`src/rtl/ste_pkg.sv`:
```
package ste_pkg;
    localparam int FIFO_DEPTH = 8;
    localparam int WORD_W     = 16;
    localparam int MIN_W      = 4;

    typedef enum logic [1:0] {
        ST_IDLE,
        ST_LOW,
        ST_HIGH,
        ST_STORE
    } eng_state_t;
endpackage

```
`src/rtl/ste_fifo.sv`:
```
module ste_fifo #(
    parameter int DEPTH = 8,
    parameter int W     = 16,
    localparam int PTR_W = $clog2(DEPTH),
    localparam int CNT_W = $clog2(DEPTH + 1)
) (
    input  logic             clk,
    input  logic             rst_n,
    input  logic             push,
    input  logic [W-1:0]     wdata,
    input  logic             pop,
    output logic [W-1:0]     rdata,
    output logic [CNT_W-1:0] count
);
    logic [W-1:0]     mem [DEPTH];
    logic [PTR_W-1:0] wr_ptr, rd_ptr;
    logic             push_ok, pop_ok;

    assign push_ok = push && (count < CNT_W'(DEPTH));
    assign pop_ok  = pop && (count != '0);
    assign rdata   = mem[rd_ptr];

    always_ff @(posedge clk) begin
        if (push_ok) mem[wr_ptr] <= wdata;
    end

    always_ff @(posedge clk or negedge rst_n) begin
        if (!rst_n) begin
            wr_ptr <= '0;
            rd_ptr <= '0;
            count  <= '0;
        end else begin
            if (push_ok) wr_ptr <= wr_ptr + 1'b1;
            if (pop_ok)  rd_ptr <= rd_ptr + 1'b1;
            count <= count + CNT_W'(push_ok) - CNT_W'(pop_ok);
        end
    end
endmodule

```
`src/rtl/ste_shift_engine.sv`:
```
module ste_shift_engine
    import ste_pkg::*;
#(
    parameter int DW    = 16,
    parameter int DIV_W = 8,
    localparam int LW   = $clog2(DW + 1),
    localparam int SZ_W = $clog2(DW)
) (
    input  logic             clk,
    input  logic             rst_n,
    input  logic             start,
    input  logic             loop_mode,
    input  logic [DW-1:0]    word_in,
    input  logic [SZ_W-1:0]  size_sel,
    input  logic [DIV_W-1:0] clk_div,
    input  logic             miso,
    output logic             ready,
    output logic             store,
    output logic [DW-1:0]    word_out,
    output logic             busy,
    output logic             sck,
    output logic             cs_n,
    output logic             mosi
);
    eng_state_t       state, nxt;
    logic [DIV_W-1:0] div_cnt;
    logic [LW-1:0]    bit_cnt;
    logic [DW-1:0]    tx_sh, rx_sh, mask_q;
    logic [LW-1:0]    eff_w;
    logic             half_done;

    assign eff_w     = (size_sel < SZ_W'(MIN_W - 1)) ? LW'(MIN_W) : LW'(size_sel) + LW'(1);
    assign half_done = (div_cnt == clk_div);

    // state register
    always_ff @(posedge clk or negedge rst_n) begin
        if (!rst_n) state <= ST_IDLE;
        else        state <= nxt;
    end

    // next-state logic
    always_comb begin
        nxt = state;
        unique case (state)
            ST_IDLE:  if (start) nxt = loop_mode ? ST_STORE : ST_LOW;
            ST_LOW:   if (half_done) nxt = ST_HIGH;
            ST_HIGH:  if (half_done) nxt = (bit_cnt == '0) ? ST_STORE : ST_LOW;
            ST_STORE: nxt = ST_IDLE;
            default:  nxt = ST_IDLE;
        endcase
    end

    // datapath
    always_ff @(posedge clk or negedge rst_n) begin
        if (!rst_n) begin
            div_cnt <= '0;
            bit_cnt <= '0;
            tx_sh   <= '0;
            rx_sh   <= '0;
            mask_q  <= '0;
        end else begin
            unique case (state)
                ST_IDLE: if (start) begin
                    tx_sh   <= word_in << (LW'(DW) - eff_w);
                    rx_sh   <= loop_mode ? word_in : '0;
                    mask_q  <= {DW{1'b1}} >> (LW'(DW) - eff_w);
                    bit_cnt <= eff_w - LW'(1);
                    div_cnt <= '0;
                end
                ST_LOW: begin
                    if (half_done) begin
                        div_cnt <= '0;
                        rx_sh   <= {rx_sh[DW-2:0], miso};
                    end else begin
                        div_cnt <= div_cnt + 1'b1;
                    end
                end
                ST_HIGH: begin
                    if (half_done) begin
                        div_cnt <= '0;
                        if (bit_cnt != '0) begin
                            bit_cnt <= bit_cnt - 1'b1;
                            tx_sh   <= tx_sh << 1;
                        end
                    end else begin
                        div_cnt <= div_cnt + 1'b1;
                    end
                end
                ST_STORE: div_cnt <= '0;
                default:  div_cnt <= '0;
            endcase
        end
    end

    // outputs
    always_comb begin
        ready    = (state == ST_IDLE);
        busy     = (state != ST_IDLE);
        store    = (state == ST_STORE);
        cs_n     = !((state == ST_LOW) || (state == ST_HIGH));
        sck      = (state == ST_HIGH);
        mosi     = cs_n ? 1'b0 : tx_sh[DW-1];
        word_out = rx_sh & mask_q;
    end
endmodule

```
`src/rtl/ste_core.sv`:
```
module ste_core
    import ste_pkg::*;
#(
    parameter int DEPTH = FIFO_DEPTH,
    parameter int DW    = WORD_W,
    parameter int DIV_W = 8,
    localparam int CNT_W = $clog2(DEPTH + 1),
    localparam int SZ_W  = $clog2(DW)
) (
    input  logic             clk,
    input  logic             rst_n,
    input  logic             enable,
    input  logic             loopback,
    input  logic             slave_sel,
    input  logic [SZ_W-1:0]  size_sel,
    input  logic [DIV_W-1:0] clk_div,
    input  logic             tx_push,
    input  logic [DW-1:0]    tx_data,
    input  logic             rx_pop,
    output logic [DW-1:0]    rx_data,
    output logic [CNT_W-1:0] tx_count,
    output logic [CNT_W-1:0] rx_count,
    output logic             busy,
    output logic             spi_sck,
    output logic             spi_cs_n,
    output logic             spi_mosi,
    input  logic             spi_miso
);
    logic          eng_ready, eng_store, start;
    logic [DW-1:0] tx_head, rx_word;

    assign start = eng_ready && enable && !slave_sel &&
                   (tx_count != '0) && (rx_count < CNT_W'(DEPTH));

    ste_fifo #(.DEPTH(DEPTH), .W(DW)) u_tx_fifo (
        .clk(clk), .rst_n(rst_n),
        .push(tx_push), .wdata(tx_data),
        .pop(start), .rdata(tx_head), .count(tx_count)
    );

    ste_fifo #(.DEPTH(DEPTH), .W(DW)) u_rx_fifo (
        .clk(clk), .rst_n(rst_n),
        .push(eng_store), .wdata(rx_word),
        .pop(rx_pop), .rdata(rx_data), .count(rx_count)
    );

    ste_shift_engine #(.DW(DW), .DIV_W(DIV_W)) u_engine (
        .clk(clk), .rst_n(rst_n),
        .start(start), .loop_mode(loopback), .word_in(tx_head),
        .size_sel(size_sel), .clk_div(clk_div), .miso(spi_miso),
        .ready(eng_ready), .store(eng_store), .word_out(rx_word),
        .busy(busy), .sck(spi_sck), .cs_n(spi_cs_n), .mosi(spi_mosi)
    );
endmodule

```
`config.mk`:
```
export PLATFORM = sky130hd
export DESIGN_NAME = ste_core
export DESIGN_NICKNAME = d
export VERILOG_FILES = /design/src/rtl/ste_pkg.sv /design/src/rtl/ste_fifo.sv /design/src/rtl/ste_shift_engine.sv /design/src/rtl/ste_core.sv
export SDC_FILE = /design/constraint.sdc
export NUM_CORES = 1
export LEC_CHECK = 0
export ABC_AREA = 1
export BUFFER_PORTS_ARGS = -buffer_cell sky130_fd_sc_hd__buf_2
export CAP_MARGIN = 10
export CORE_UTILIZATION = 35
export CTS_BUF_LIST = sky130_fd_sc_hd__clkbuf_16
export DETAILED_ROUTE_END_ITERATION = 16
export HOLD_SLACK_MARGIN = 0.06
export PLACE_DENSITY_LB_ADDON = 0.12
export SETUP_SLACK_MARGIN = 0.4
export SYNTH_ARGS = -nofsm -noshare
export SYNTH_HDL_FRONTEND = slang
export SYNTH_SLANG_ARGS = --single-unit
```
`constraint.sdc`:
```
create_clock -name clk -period 5.2 [get_ports clk]
set_input_delay 0.52 -clock clk [delete_from_list [all_inputs] [get_ports clk]]
set_output_delay 0.52 -clock clk [all_outputs]
set_load 0.03 [all_outputs]
```
==> results.cfg <==
[run_status]
status = completed

[yosys]
syn-cell-area_um2 = 15600
synthTopCellsByCount = nand2_1, edfxtp_1, nor2_1
yosysTopAreaCell = edfxtp_1
synth.top_cell.area_share_pct = 49.4
synth-edff-count = 256
synthFlopType = edfxtp_1
yosysMostFrequentCell = nand2_1
yosysWarnings = 0
ys_ff_latch = 339
synth_area_leaders = edfxtp_1, dfrtp_1, nand2_1
async_reset_ff_share_pct = 24.5
ys_types = 42
synth.avg_cell_area_um2 = 9.78
syn_inst = 1592
synth_nets = 1654
ys_seq_area_share_pct = 62.7

[drt]
drt_iter0_markers = 718
ant_nets = 0
vias = 11000
drc_errors = 0
dr.pass1.iters = 5
detail_route.wl_per_cell_um = 17.6
vias_per_cell = 4.83
wl_um = 40000

[place]
postPlaceCellArea_um2 = 16500
io_buffer_count = 63
dp_slack_ns = 1.71
place_inst = 2201
hpwl_um = 24600
place_congestion = 0.871

[sta]
finalCriticalPeriod_ns = 3.50
layout_worst_path_cycle_share_pct = 67.3
tns_ns = 0
worst_slack_ns = 1.70
final-hold-violation-count = 0
slew_violations = 0
rsz0062_at_grt = no
skew_ns = 0.0147
holdWs_ns = 0.239
relSlewSlack_pct = 32.2
finalSetupViolCount = 0
worstMarginPinSlew_ns = 1.01
fmax_mhz = 286

[die]
dieArea_um2 = 45300
die_w_um = 213
die_height_um = 213
coreArea_um2 = 43500
pin_count = 64
rows = 76
initial_core_util_pct = 35.8

[global_routing]
grt_pass1_wl_um = 62300
overflow = 0
grt_pass1_vias = 10700
grt_max_degree = 68
antenna_found_initial = 1
grt_use_total_pct = 18.3

[clock_network]
clock_latency_ns = 0.56
cts.sinks = 339
cts-root-buf = clkbuf_16
cts.clk_slew.worst_paths_ns = 0.06
cts_resized = 0
cts_buffers = 40
cts-htree-levels = 2
cts_buffer_depth = 3
tritoncts = yes

[pwr]
cellPowerDensity_nw_per_um2 = 609
finalPower_mw = 10.9
ir_drop_uv = 272
leakage_nw = 7.54

[setup_path]
critical_path_peak_fanout = 34
cp_data_arrival_time_ns = 2.98
cp.required_ns = 4.68
critPathKind = flip-flop to output pin
endpoint_kind = output pin
startpoint_type = flip-flop

[layout]
finalNetCount = 1721
fin_util_pct = 41.1
layoutNonFillerInstCount = 2276
drive_gt1_share_pct = 10.9
design_area_um2 = 17900
area_delta_synth_final_pct = 14.8

[min_path]
hold_path_class = input pin to flip-flop

[run]
drv_cap = 0
## flip-flops by register name (all words and copies together) (netlist names)
signal,cells
u_rx_fifo.mem,128
u_engine.rx_sh,16
u_rx_fifo.count,4
u_tx_fifo.count,4
u_engine.div_cnt,8
u_engine.bit_cnt,5
u_engine.tx_sh,16
u_engine.mask_q,16
u_tx_fifo.rd_ptr,3
u_tx_fifo.mem,128
u_rx_fifo.wr_ptr,3
u_engine.state,2
u_rx_fifo.rd_ptr,3
u_tx_fifo.wr_ptr,3
## metal layers
metal | vias up | global-route usage, % | part of all wire, %
met5 | - | 0 | 0
met4 | 0 | 6.72 | 2.7
met3 | 60 | 2.47 | 3.1
met2 | 167 | 30.5 | 48
met1 | 5311 | 24.3 | 46
li1 | 5447 | - | -
## timing repair
action,in CTS,in global routing
hold endpoints to repair,36,0
hold buffers,1,0
setup buffers,0,0
setup endpoints to repair,0,0
## logic make-up (layout without fill, tap and decap cells)
kind of cell / Yosys count / after routing / synth area share, %
xor+xnor: 22 / 22 / 1.24
flops: 339 / 339 / 62.7
compound gates: 193 / 193 / 6.81
buf+inv: 237 / 335 / 6.29
other cells: 0 / 1 / 0
fa+ha+maj: 26 / 26 / 2.19
simple gates: 775 / 775 / 20.8
## cell type report
| cell class | instances | area [um2] |
|---|---|---|
| fill | 4310 | 25600 |
| sequential | 339 | 9770 |
| multi-input combinational | 1016 | 4850 |
| clock buffer | 42 | 1050 |
| tap | 585 | 732 |
| inverter | 171 | 644 |
| timing repair buffer | 91 | 531 |
| clock inverter | 31 | 308 |
| antenna | 1 | 2.50 |
## cell usage in the layout, fill, tap and decap left out, types with 3 or more instances in the layout
master      netlist  layout
nand2_1         395     395
edfxtp_1        256     256
nor2_1          177     175
inv_1           160     167
nand3_1         162     162
o21ai_0          95      95
dfrtp_1          83      81
buf_2            16      62
clkbuf_16         0      42
a21oi_1          38      38
buf_4            10      28
ha_1             24      24
o22ai_1          17      17
a31oi_1          17      17
xnor2_1          14      14
o21a_1           10      10
inv_2             9       9
o21ai_1           9       9
nor3_1           11       9
xor2_1            8       8
clkinv_2          0       8
clkinv_1          1       7
nor2_2            4       6
nand4_1           6       6
bufinv_16         0       6
nand2_2           5       5
nor3_2            2       4
o211ai_1          4       4
or2_0             3       3
clkinvlp_4        0       3
## critical path, stage by stage, from the launching register on
cell,delay (ns)
dfrtp_1,0.35
buf_4,0.26
inv_1,0.74
buf_4,0.34
o21ai_0,0.11
o22ai_1,0.18
nor2_1,0.06
a31oi_1,0.14
buf_2,0.21
## power by group
part	leakage, nW	internal (mW)	switching (mW)
sequential	3.34	3.47	0.232
combinational	3.51	1.24	3.07
clock	0.688	1.76	1.12
## path summary, 6_finish.rpt
path | start | endpoint | slack (ns) | cells past startpoint
min | tx_data[4] | u_tx_fifo.mem[0][4] | 0.24 | 1
max reg2reg | u_engine.state[0] | u_engine.rx_sh[15] | 2.34 | 12
min reg2reg | u_engine.bit_cnt[3] | u_engine.bit_cnt[3] | 0.48 | 2
min in group asynchronous | rst_n | u_engine.div_cnt[2] | 0.47 | 2
max in group asynchronous | rst_n | u_tx_fifo.rd_ptr[0] | 3.69 | 3
max | u_rx_fifo.rd_ptr[1] | rx_data[0] | 1.70 | 8
Note: power is estimated with default switching activity, not from simulation.
